### config.mk
export PLATFORM = sky130hd
export DESIGN_NAME = twire_eeprom_target
export DESIGN_NICKNAME = d
export VERILOG_FILES = /design/src/rtl/twe_pkg.sv /design/src/rtl/twe_event_decode.sv /design/src/rtl/twe_array.sv /design/src/rtl/twe_sequencer.sv /design/src/rtl/twire_eeprom_target.sv
export SDC_FILE = /design/constraint.sdc
export NUM_CORES = 2
export LEC_CHECK = 0
export BUFFER_PORTS_ARGS = -buffer_cell sky130_fd_sc_hd__buf_4
export CAP_MARGIN = 25
export CORE_MARGIN = 2
export CORE_UTILIZATION = 50
export CTS_CLUSTER_SIZE = 12
export DETAILED_ROUTE_END_ITERATION = 10
export PLACE_DENSITY = 0.74
export SLEW_MARGIN = 20
export SYNTH_ARGS = -nofsm -noshare
export SYNTH_HDL_FRONTEND = slang
export SYNTH_SLANG_ARGS = --single-unit
### constraint.sdc
create_clock -name clk -period 3.15 [get_ports clk]
set_input_delay 0.315 -clock clk [delete_from_list [all_inputs] [get_ports clk]]
set_output_delay 0.315 -clock clk [all_outputs]
set_load 0.05 [all_outputs]
### src/rtl/twe_pkg.sv
package twe_pkg;

    localparam int BYTE_W = 8;
    localparam int ADDR_W = 8;

    // One clock/data sample pair as seen on the bus
    typedef struct packed {
        logic scl;
        logic sda;
    } line_t;

    // Classification of one update against the stored sample
    typedef enum logic [2:0] {
        EV_NONE,   // nothing to do (clock steady or falling)
        EV_START,  // data fell with clock high
        EV_STOP,   // data rose with clock high
        EV_HUNT,   // idle, waiting for a start
        EV_ACK,    // rising edge consumed by a pending acknowledge
        EV_BIT,    // rising edge with stable data: take a bit
        EV_SLIP    // rising edge with data changed: rejected
    } bus_ev_e;

    function automatic logic clk_rose(line_t prev, line_t cur);
        return !prev.scl && cur.scl;
    endfunction

    function automatic logic bus_cond(line_t prev, line_t cur);
        return prev.scl && cur.scl && (prev.sda != cur.sda);
    endfunction

endpackage

### src/rtl/twe_event_decode.sv
module twe_event_decode
    import twe_pkg::*;
(
    input  line_t   held,
    input  line_t   cur,
    input  logic    tick_zero,
    input  logic    ack_pend,
    output bus_ev_e ev
);

    always_comb begin
        ev = EV_NONE;
        if (bus_cond(held, cur)) begin
            ev = cur.sda ? EV_STOP : EV_START;
        end else if (tick_zero && !ack_pend) begin
            ev = EV_HUNT;
        end else if (clk_rose(held, cur)) begin
            if (ack_pend) begin
                ev = EV_ACK;
            end else if (held.sda == cur.sda) begin
                ev = EV_BIT;
            end else begin
                ev = EV_SLIP;
            end
        end
    end

endmodule

### src/rtl/twe_array.sv
module twe_array #(
    parameter int AW = 8,
    parameter int DW = 8
) (
    input  logic          clk,
    input  logic          wr_en,
    input  logic [AW-1:0] wr_addr,
    input  logic [DW-1:0] wr_byte,
    input  logic [AW-1:0] rd_addr,
    output logic [DW-1:0] rd_byte
);

    localparam int DEPTH = 1 << AW;

    logic [DW-1:0] mem [DEPTH];

    always_ff @(posedge clk) begin
        if (wr_en) begin
            mem[wr_addr] <= wr_byte;
        end
    end

    assign rd_byte = mem[rd_addr];

endmodule

### src/rtl/twe_sequencer.sv
module twe_sequencer
    import twe_pkg::*;
#(
    parameter int DW       = 8,
    parameter int AW       = 8,
    parameter int TW       = 5,
    parameter int CMD_END  = 9,
    parameter int ADDR_END = 17
) (
    input  logic          clk,
    input  logic          rst,
    input  logic          upd,
    input  line_t         cur,
    input  bus_ev_e       ev,
    input  logic [DW-1:0] rd_byte,
    output line_t         held,
    output logic [AW-1:0] rd_addr,
    output logic [TW-1:0] tick,
    output logic          ack,
    output logic [DW-1:0] cmd
);

    localparam logic [TW-1:0] T_ONE       = TW'(1);
    localparam logic [TW-1:0] T_CMD_END   = TW'(CMD_END);
    localparam logic [TW-1:0] T_CMD_LAST  = TW'(CMD_END - 1);
    localparam logic [TW-1:0] T_ADDR_END  = TW'(ADDR_END);
    localparam logic [TW-1:0] T_ADDR_LAST = TW'(ADDR_END - 1);

    line_t          held_q, held_d;
    logic [TW-1:0]  tick_q, tick_d;
    logic [DW-1:0]  cmd_q,  cmd_d;
    logic [DW-1:0]  data_q, data_d;
    logic [AW-1:0]  addr_q, addr_d;
    logic           ack_q,  ack_d;
    logic [AW-1:0]  addr_shift;

    assign addr_shift = {addr_q[AW-2:0], cur.sda};
    assign rd_addr    = addr_shift;

    always_comb begin
        held_d = held_q;
        tick_d = tick_q;
        cmd_d  = cmd_q;
        data_d = data_q;
        addr_d = addr_q;
        ack_d  = ack_q;
        if (upd) begin
            held_d = cur;
            case (ev)
                EV_START: begin
                    tick_d = T_ONE;
                    cmd_d  = '0;
                end
                EV_ACK: begin
                    ack_d      = 1'b0;
                    held_d.sda = 1'b0;
                end
                EV_BIT: begin
                    if (tick_q < T_CMD_END) begin
                        // command phase
                        cmd_d  = {cmd_q[DW-2:0], cur.sda};
                        tick_d = tick_q + T_ONE;
                        if (tick_q == T_CMD_LAST) begin
                            ack_d = 1'b1;
                        end
                    end else if (tick_q < T_ADDR_END) begin
                        // address phase, read data shifts out
                        if (cmd_q[0]) begin
                            held_d.sda = data_q[DW-1];
                        end
                        addr_d = addr_shift;
                        data_d = {data_q[DW-2:0], 1'b0};
                        if (tick_q == T_ADDR_LAST) begin
                            data_d = rd_byte;
                            ack_d  = 1'b1;
                            tick_d = '0;
                        end else begin
                            tick_d = tick_q + T_ONE;
                        end
                    end else begin
                        held_d.sda = 1'b0;
                    end
                end
                default: ;
            endcase
        end
    end

    always_ff @(posedge clk) begin
        if (rst) begin
            held_q <= '{scl: 1'b1, sda: 1'b1};
            tick_q <= '0;
            cmd_q  <= '0;
            data_q <= '0;
            addr_q <= '0;
            ack_q  <= 1'b0;
        end else begin
            held_q <= held_d;
            tick_q <= tick_d;
            cmd_q  <= cmd_d;
            data_q <= data_d;
            addr_q <= addr_d;
            ack_q  <= ack_d;
        end
    end

    assign held = held_q;
    assign tick = tick_q;
    assign ack  = ack_q;
    assign cmd  = cmd_q;

endmodule

### src/rtl/twire_eeprom_target.sv
module twire_eeprom_target
    import twe_pkg::*;
#(
    parameter int DATA_W = BYTE_W,
    parameter int AWID   = ADDR_W
) (
    input  logic              clk,
    input  logic              rst,
    input  logic              upd_stb,
    input  logic              upd_scl,
    input  logic              upd_sda,
    output logic              sda_level,
    input  logic              init_en,
    input  logic [AWID-1:0]   init_addr,
    input  logic [DATA_W-1:0] init_byte
);

    localparam int CMD_END  = DATA_W + 1;
    localparam int ADDR_END = CMD_END + AWID;
    localparam int TICK_W   = $clog2(ADDR_END + 1);

    line_t              cur_w;
    line_t              held_w;
    bus_ev_e            ev_w;
    logic [TICK_W-1:0]  tick_w;
    logic               ack_w;
    logic [DATA_W-1:0]  cmd_w;
    logic [AWID-1:0]    rd_addr_w;
    logic [DATA_W-1:0]  rd_byte_w;
    logic               held_scl_w;

    assign cur_w      = '{scl: upd_scl, sda: upd_sda};
    assign held_scl_w = held_w.scl;
    assign sda_level  = held_w.sda;

    twe_event_decode u_decode (
        .held      (held_w),
        .cur       (cur_w),
        .tick_zero (tick_w == '0),
        .ack_pend  (ack_w),
        .ev        (ev_w)
    );

    twe_sequencer #(
        .DW       (DATA_W),
        .AW       (AWID),
        .TW       (TICK_W),
        .CMD_END  (CMD_END),
        .ADDR_END (ADDR_END)
    ) u_seq (
        .clk     (clk),
        .rst     (rst),
        .upd     (upd_stb),
        .cur     (cur_w),
        .ev      (ev_w),
        .rd_byte (rd_byte_w),
        .held    (held_w),
        .rd_addr (rd_addr_w),
        .tick    (tick_w),
        .ack     (ack_w),
        .cmd     (cmd_w)
    );

    twe_array #(
        .AW (AWID),
        .DW (DATA_W)
    ) u_array (
        .clk     (clk),
        .wr_en   (init_en),
        .wr_addr (init_addr),
        .wr_byte (init_byte),
        .rd_addr (rd_addr_w),
        .rd_byte (rd_byte_w)
    );

endmodule

# Yosys cells after proc, flatten, opt, wreduce, memory -nomap -nowiden
# Memories as Yosys holds them, arrays and structs flattened.
# Cells that the tools add are included.
[totals]
n_memories = 1
mem_bits_ro = 0
latch_bits = 0
word_cells = 60
ram_bits = 2048
reg_bits = 24
output_inout_bits = 1
in_bits = 22
[op_classes]
n_shift = 0
add_sub_neg = 1
multipliers = 0
reduce_logical = 13
mux = 24
eq_ne = 11
bitwise = 1
n_div = 0
order_cmp = 2
[memory_table]
columns = ["name", "words", "word_bits", "rd", "rd_clocked_by_memory_dff", "write_ports", "line", "text"]
rows = [
  ["u_array.mem", 256, 8, 1, 0, 1, "twe_array.sv:15", "logic [DW-1:0] mem [DEPTH];"],
]
[ops]
columns = ["operator", "count"]
rows = [
  ["$mux 5", 3],
  ["$mux 3", 4],
  ["$mux 1", 10],
  ["$pmux 5 s2", 1],
  ["$mux 8", 1],
  ["$eq 3x3->1 const B", 2],
  ["$ne 3x1->1 const B", 2],
  ["$pmux 1 s2", 3],
  ["$reduce_and 3->1", 2],
  ["$add 5x1->5 const B", 1],
  ["$eq 5x4->1 const B", 1],
  ["$eq 5x5->1 const B", 1],
  ["$logic_not 5->1", 1],
  ["$lt 5x4->1 const B", 1],
  ["$lt 5x5->1 const B", 1],
  ["$reduce_and 5->1", 1],
  ["$logic_and 1x1->1", 4],
  ["$mux 2", 2],
  ["$reduce_and 4->1", 1],
  ["$reduce_bool 2->1", 2],
  ["$eq 3x1->1 const B", 1],
  ["$ne 3x3->1 const B", 1],
  ["$logic_not 1->1", 2],
  ["$ne 2x1->1 const B", 1],
  ["3 further kinds", 3],
]

# Longest topological paths before layout
[depth]
ltp_word = 9
depth_mapped = 14

# Hierarchy
# Synthesis repeated with hierarchy kept, for this count alone.
[unflattened]
cells_unflattened = 3897
hier_area_um2 = 81020.2
[by_module_without_submodules]
columns = ["module", "instances", "cells_each", "area_each_um2"]
rows = [
  ["twe_array", 1, 3725, 79396.1],
  ["twe_sequencer", 1, 150, 1490.2],
  ["twe_event_decode", 1, 20, 122.6],
  ["twire_eeprom_target", 1, 2, 11.3],
]

# Worst setup path before layout
# OpenSTA, ideal clock, no wires.
[synth_timing]
kind = "input port to flip-flop"
from = "in upd_sda"
to = "reg u_seq.data_q[3]"
n_path_buf = 6
setup_ns = 0.134
stages = 11
setup_slack_ns = 0.573
t_arrival_ns = 2.443
path_cell_list = "buf_6 -> buf_12 -> buf_12 -> buf_8 -> buf_6 -> buf_2 -> mux4_2 -> a22oi_1 -> a21oi_1 -> nor4_1 -> o22ai_1"
[synth_via]
elab_chain_cells = 8
[synth_lines]
columns = ["element", "line", "text"]
rows = [
  ["start: declaration", "twire_eeprom_target.sv:11", "input logic upd_sda,"],
  ["parallel branches: the longest is 8 deep, another holds $mem_v2 256x8", "-", ""],
  ["end signal: assignment", "twe_sequencer.sv:101", "data_q <= data_d;"],
  ["end: declaration", "twe_sequencer.sv:32", "logic [DW-1:0] data_q, data_d;"],
]
# Several ways; the timed one is not identified.
# A chain may end at the register's enable or synchronous reset.

# Worst setup path in the final report
[layout_timing]
from = "reg u_seq.addr_q[1]"
to = "reg u_seq.data_q[6]"
[layout_via]
elab_chain_cells = 2
[layout_lines]
columns = ["element", "line", "text"]
rows = [
  ["start: declaration", "twe_sequencer.sv:33", "logic [AW-1:0] addr_q, addr_d;"],
  ["start signal: assignment", "twe_sequencer.sv:102", "addr_q <= addr_d;"],
  ["$mem_v2 256x8", "-", ""],
  ["$mux 8", "twe_sequencer.sv:73", "if (tick_q == T_ADDR_LAST) begin"],
]
# Every way passes these cells.

==> results by group <==
Timing
  • Setup violators final: 0
  • Slew @ Worst Pin: 1170 ps
  • Final slew viol count: 0
  • RSZ-0062 raised after global routing: false
  • Clk_skew: 32.2 ps
  • Setup_tns: 0 ps
  • Slew HR: 21.1%
  • Fmax: 318 MHz
  • Final worst-path cycle share: 99.8%
  • Final Hold Viols: 0
  • Minimum clock period: 3140 ps

Floorplanning
  • Boundary pin count: 23
  • Core Region: 161000 µm²
  • Die H: 406 µm
  • Chip Width: 406 µm
  • Die area: 165000 µm²
  • Initial core utilization: 50.4%
  • # rows: 147

CTS
  • H-Tree Depth: 4
  • Sink Count: 2072
  • Clk slew on worst S/H paths: 60 ps
  • Max clock buf depth: 3
  • Root buf cell: clkbuf_16
  • Clock latency on the worst-skew pair: 830 ps
  • CTS Buf Count: 198
  • CTS tree: done

Drt
  • Vias/cell: 6.40
  • Drt total wl: 203 mm
  • DRC Markers: 0
  • Vias: 42800
  • Antenna-violating nets left: 0
  • Average routed wire per standard cell: 30.4 µm
  • 1st-iter DRT viols: 6813
  • Initial DRT Pass Iterations: 8

Global route
  • Global-route wire length before repair: 293 mm
  • Vias in the first global route: 42100
  • GR Util All Layers: 24.7%
  • Initial antenna violation count: 11
  • Largest net degree at the start of global routing: 161
  • Grt total ovfl: 0

Layout
  • Final non-filler cell total: 6681
  • Area growth, synth to finish: 15.0%
  • Nets: 4443
  • Share of cells above drive strength 1: 28.5%

Synthesis
  • Synth cell count leaders: edfxtp_1, mux4_2, nor2_1
  • Cell with the most instances after synthesis: edfxtp_1
  • Ys flop type: edfxtp_1
  • Post-synth top area share: 76.0%
  • Synth Net Count: 3890
  • Syn Inst Count: 3866
  • Flop and latch count out of synthesis: 2072
  • Yosys warning count: 0
  • Post-synth top area cell: edfxtp_1
  • Post-synth EDFFs: 2048
  • Async SR Flop Fraction: 0%
  • Register area share after synthesis: 76.6%
  • Syn_area_per_cell: 20.9 µm²
  • Post-synthesis instance area: 80900 µm²
  • Top cells by area, synth: edfxtp_1, mux4_2, mux4_1, nor2_1, a22oi_1
  • Cell variety after synth: 72

Worst setup path
  • Critical path data arrival time: 3850 ps
  • Reg-to-reg endpoint: u_seq.data_q[6]
  • Maximum fanout along the worst path: 25
  • Worst setup SP type: flop
  • Worst EP required: 3860 ps
  • CP Capture Type: flop
  • Worst R2R Start: u_seq.addr_q[1]
  • Crit Path Category: reg2reg
  • R2R setup slack: 6 ps
  • FF-to-FF path depth: 9

Power
  • Pwr/cell area: 575 nW/µm²
  • Internal power: 42.8 mW
  • Register share of total power: 56.8%
  • Clock Power Share: 40.4%
  • Net Sw Power: 10.7 mW
  • Gate power share: 2.8%
  • Sw frac: 20.0%
  • Max IR drop VDD: 0.453 mV
  • Leak Pwr: 29.4 nW

Worst hold path
  • Hold Path Class: in2reg
  • Worst hold start: init_byte[5]
  • Hold depth: 1
  • WHS Endpoint: u_array.mem[70][5]

Place
  • Port bufs: 22
  • GP Congestion: 0.936
  • HPWL Detailed: 130 mm
  • Placed cells: 6366

Job
  • Number of max-cap violations: 0

Outcome
  • Status: completed
power groups by stage:
| stage | Clock [mW] | Sequential (mW) | Combinational, mW |
|---|---|---|---|
| 3_3_place_gp | 0 | 30.9 | 1.46 |
| 5_1_grt | 22.8 | 30.4 | 1.60 |
| 4_1_cts | 21.8 | 30.4 | 1.51 |
| 6_report | 21.6 | 30.4 | 1.51 |
| 3_5_place_dp | 0 | 30.9 | 1.50 |
| 2_1_floorplan | 0 | 30.9 | 0.716 |
how the worst max path moves through the flow:
stage | start | to | slack, ps
4_1_cts | u_seq.addr_q[0] | u_seq.data_q[3] | 10
5_1_grt | u_seq.tick[1] | u_seq.tick[1] | 7
2_1_floorplan | upd_sda | u_seq.data_q[3] | 570
3_3_place_gp | upd_sda | u_seq.data_q[7] | -960
3_5_place_dp | upd_sda | u_seq.data_q[1] | -250
6_report | u_seq.addr_q[1] | u_seq.data_q[6] | 6
cell usage in the layout, fill, tap and decap left out, types with 11 or more instances in the layout:
| master | Yosys | layout |
|---|---|---|
| a211oi_1 | 48 | 47 |
| nand3_1 | 32 | 32 |
| a221oi_1 | 19 | 19 |
| buf_4 | 27 | 520 |
| o22ai_1 | 46 | 46 |
| clkbuf_16 | 0 | 200 |
| dfxtp_1 | 24 | 18 |
| nand4_1 | 11 | 11 |
| mux2i_1 | 63 | 63 |
| nand2_1 | 101 | 101 |
| edfxtp_1 | 2048 | 2048 |
| nor2b_1 | 58 | 56 |
| buf_12 | 8 | 51 |
| a21oi_1 | 75 | 75 |
| o221ai_1 | 16 | 15 |
| nor4_1 | 25 | 21 |
| clkinv_1 | 1 | 14 |
| clkbuf_8 | 1 | 13 |
| nor3_1 | 33 | 31 |
| clkbuf_1 | 92 | 60 |
| o21ai_0 | 18 | 13 |
| mux2_2 | 17 | 17 |
| mux4_2 | 427 | 427 |
| nor2_1 | 297 | 295 |
| a22oi_1 | 93 | 93 |
| mux4_1 | 63 | 63 |
sequential cells by signal (all words and copies together) (netlist names):
name and count:
u_array.mem 2048, u_seq.ack 1, u_seq.addr_q 7, u_seq.cmd 1, u_seq.data_q 8, u_seq.held 2, u_seq.tick 5
logic make-up (layout without fill, tap and decap cells):
family | Yosys count | after routing | synth area share, %
AO/OA/AOI/OAI | 366 | 366 | 3.14
multiplexers | 570 | 570 | 14.9
buffers and inverters | 244 | 894 | 1.82
other | 0 | 5 | 0
adder cells (fa/ha/maj) | 2 | 2 | 0.0309
XOR/XNOR | 3 | 3 | 0.0418
flip-flops | 2072 | 2072 | 76.6
AND/OR/NAND/NOR | 609 | 609 | 3.42
layer usage:
| metal | part of all wire [%] | wire, µm | vias to the layer above | global-route usage, % |
|---|---|---|---|---|
| li1 | - | - | 17200 | - |
| met1 | 38 | 77200 | 22200 | 35.0 |
| met2 | 47 | 94600 | 2858 | 37.8 |
| met3 | 11 | 22700 | 471 | 5.17 |
| met4 | 4.3 | 8790 | 12 | 10.3 |
| met5 | 0.038 | 77 | - | 0 |
stage by stage:
step | setup WS (ps) | power [mW] | util, % | instance area (µm²) | hold WS, ps
after floorplan | 573 | 31.7 | - | 80900 | 414
after global placement | -964 | 32.4 | 54.3 | 87100 | 464
after detailed placement | -254 | 32.4 | 54.3 | 87200 | 477
after CTS | 12.2 | 53.7 | 57.9 | 93000 | 42.8
after global routing | 7.46 | 54.7 | 58.0 | 93100 | 74.6
final | 5.58 | 53.5 | 58.0 | 93100 | 54.2
layout make-up:
cell class                      count  area [µm²]
Antenna cell                        5        12.5
Clock buffer                      265        5300
Clock inverter                     32         367
Timing Repair Buffer              587        5120
Multi-Input combinational cell   1550       17500
Sequential cell                  2072       62000
Tap cell                         2160        2700
Fill cell                       11200       67500
Inverter                           10        37.5
what timing repair did:
| action | in CTS | in global routing |
|---|---|---|
| hold buffers | 7 | 0 |
| endpoints found under the setup margin | 7 | 5 |
| buffers inserted | 2 | 4 |
| pin swaps | 0 | 0 |
| hold endpoints to repair | 30 | 0 |
| gates resized for setup | 10 | 8 |
worst max-delay path: stages, from the launching register on:
cell      delay [ps]
dfxtp_4          450
buf_12           170
buf_12           210
buf_4            210
mux4_1           380
o221ai_1         430
a31oi_1           90
a211oi_1         750
or4_1            210
o22ai_1           70
Power figures use the tool's default switching activity.
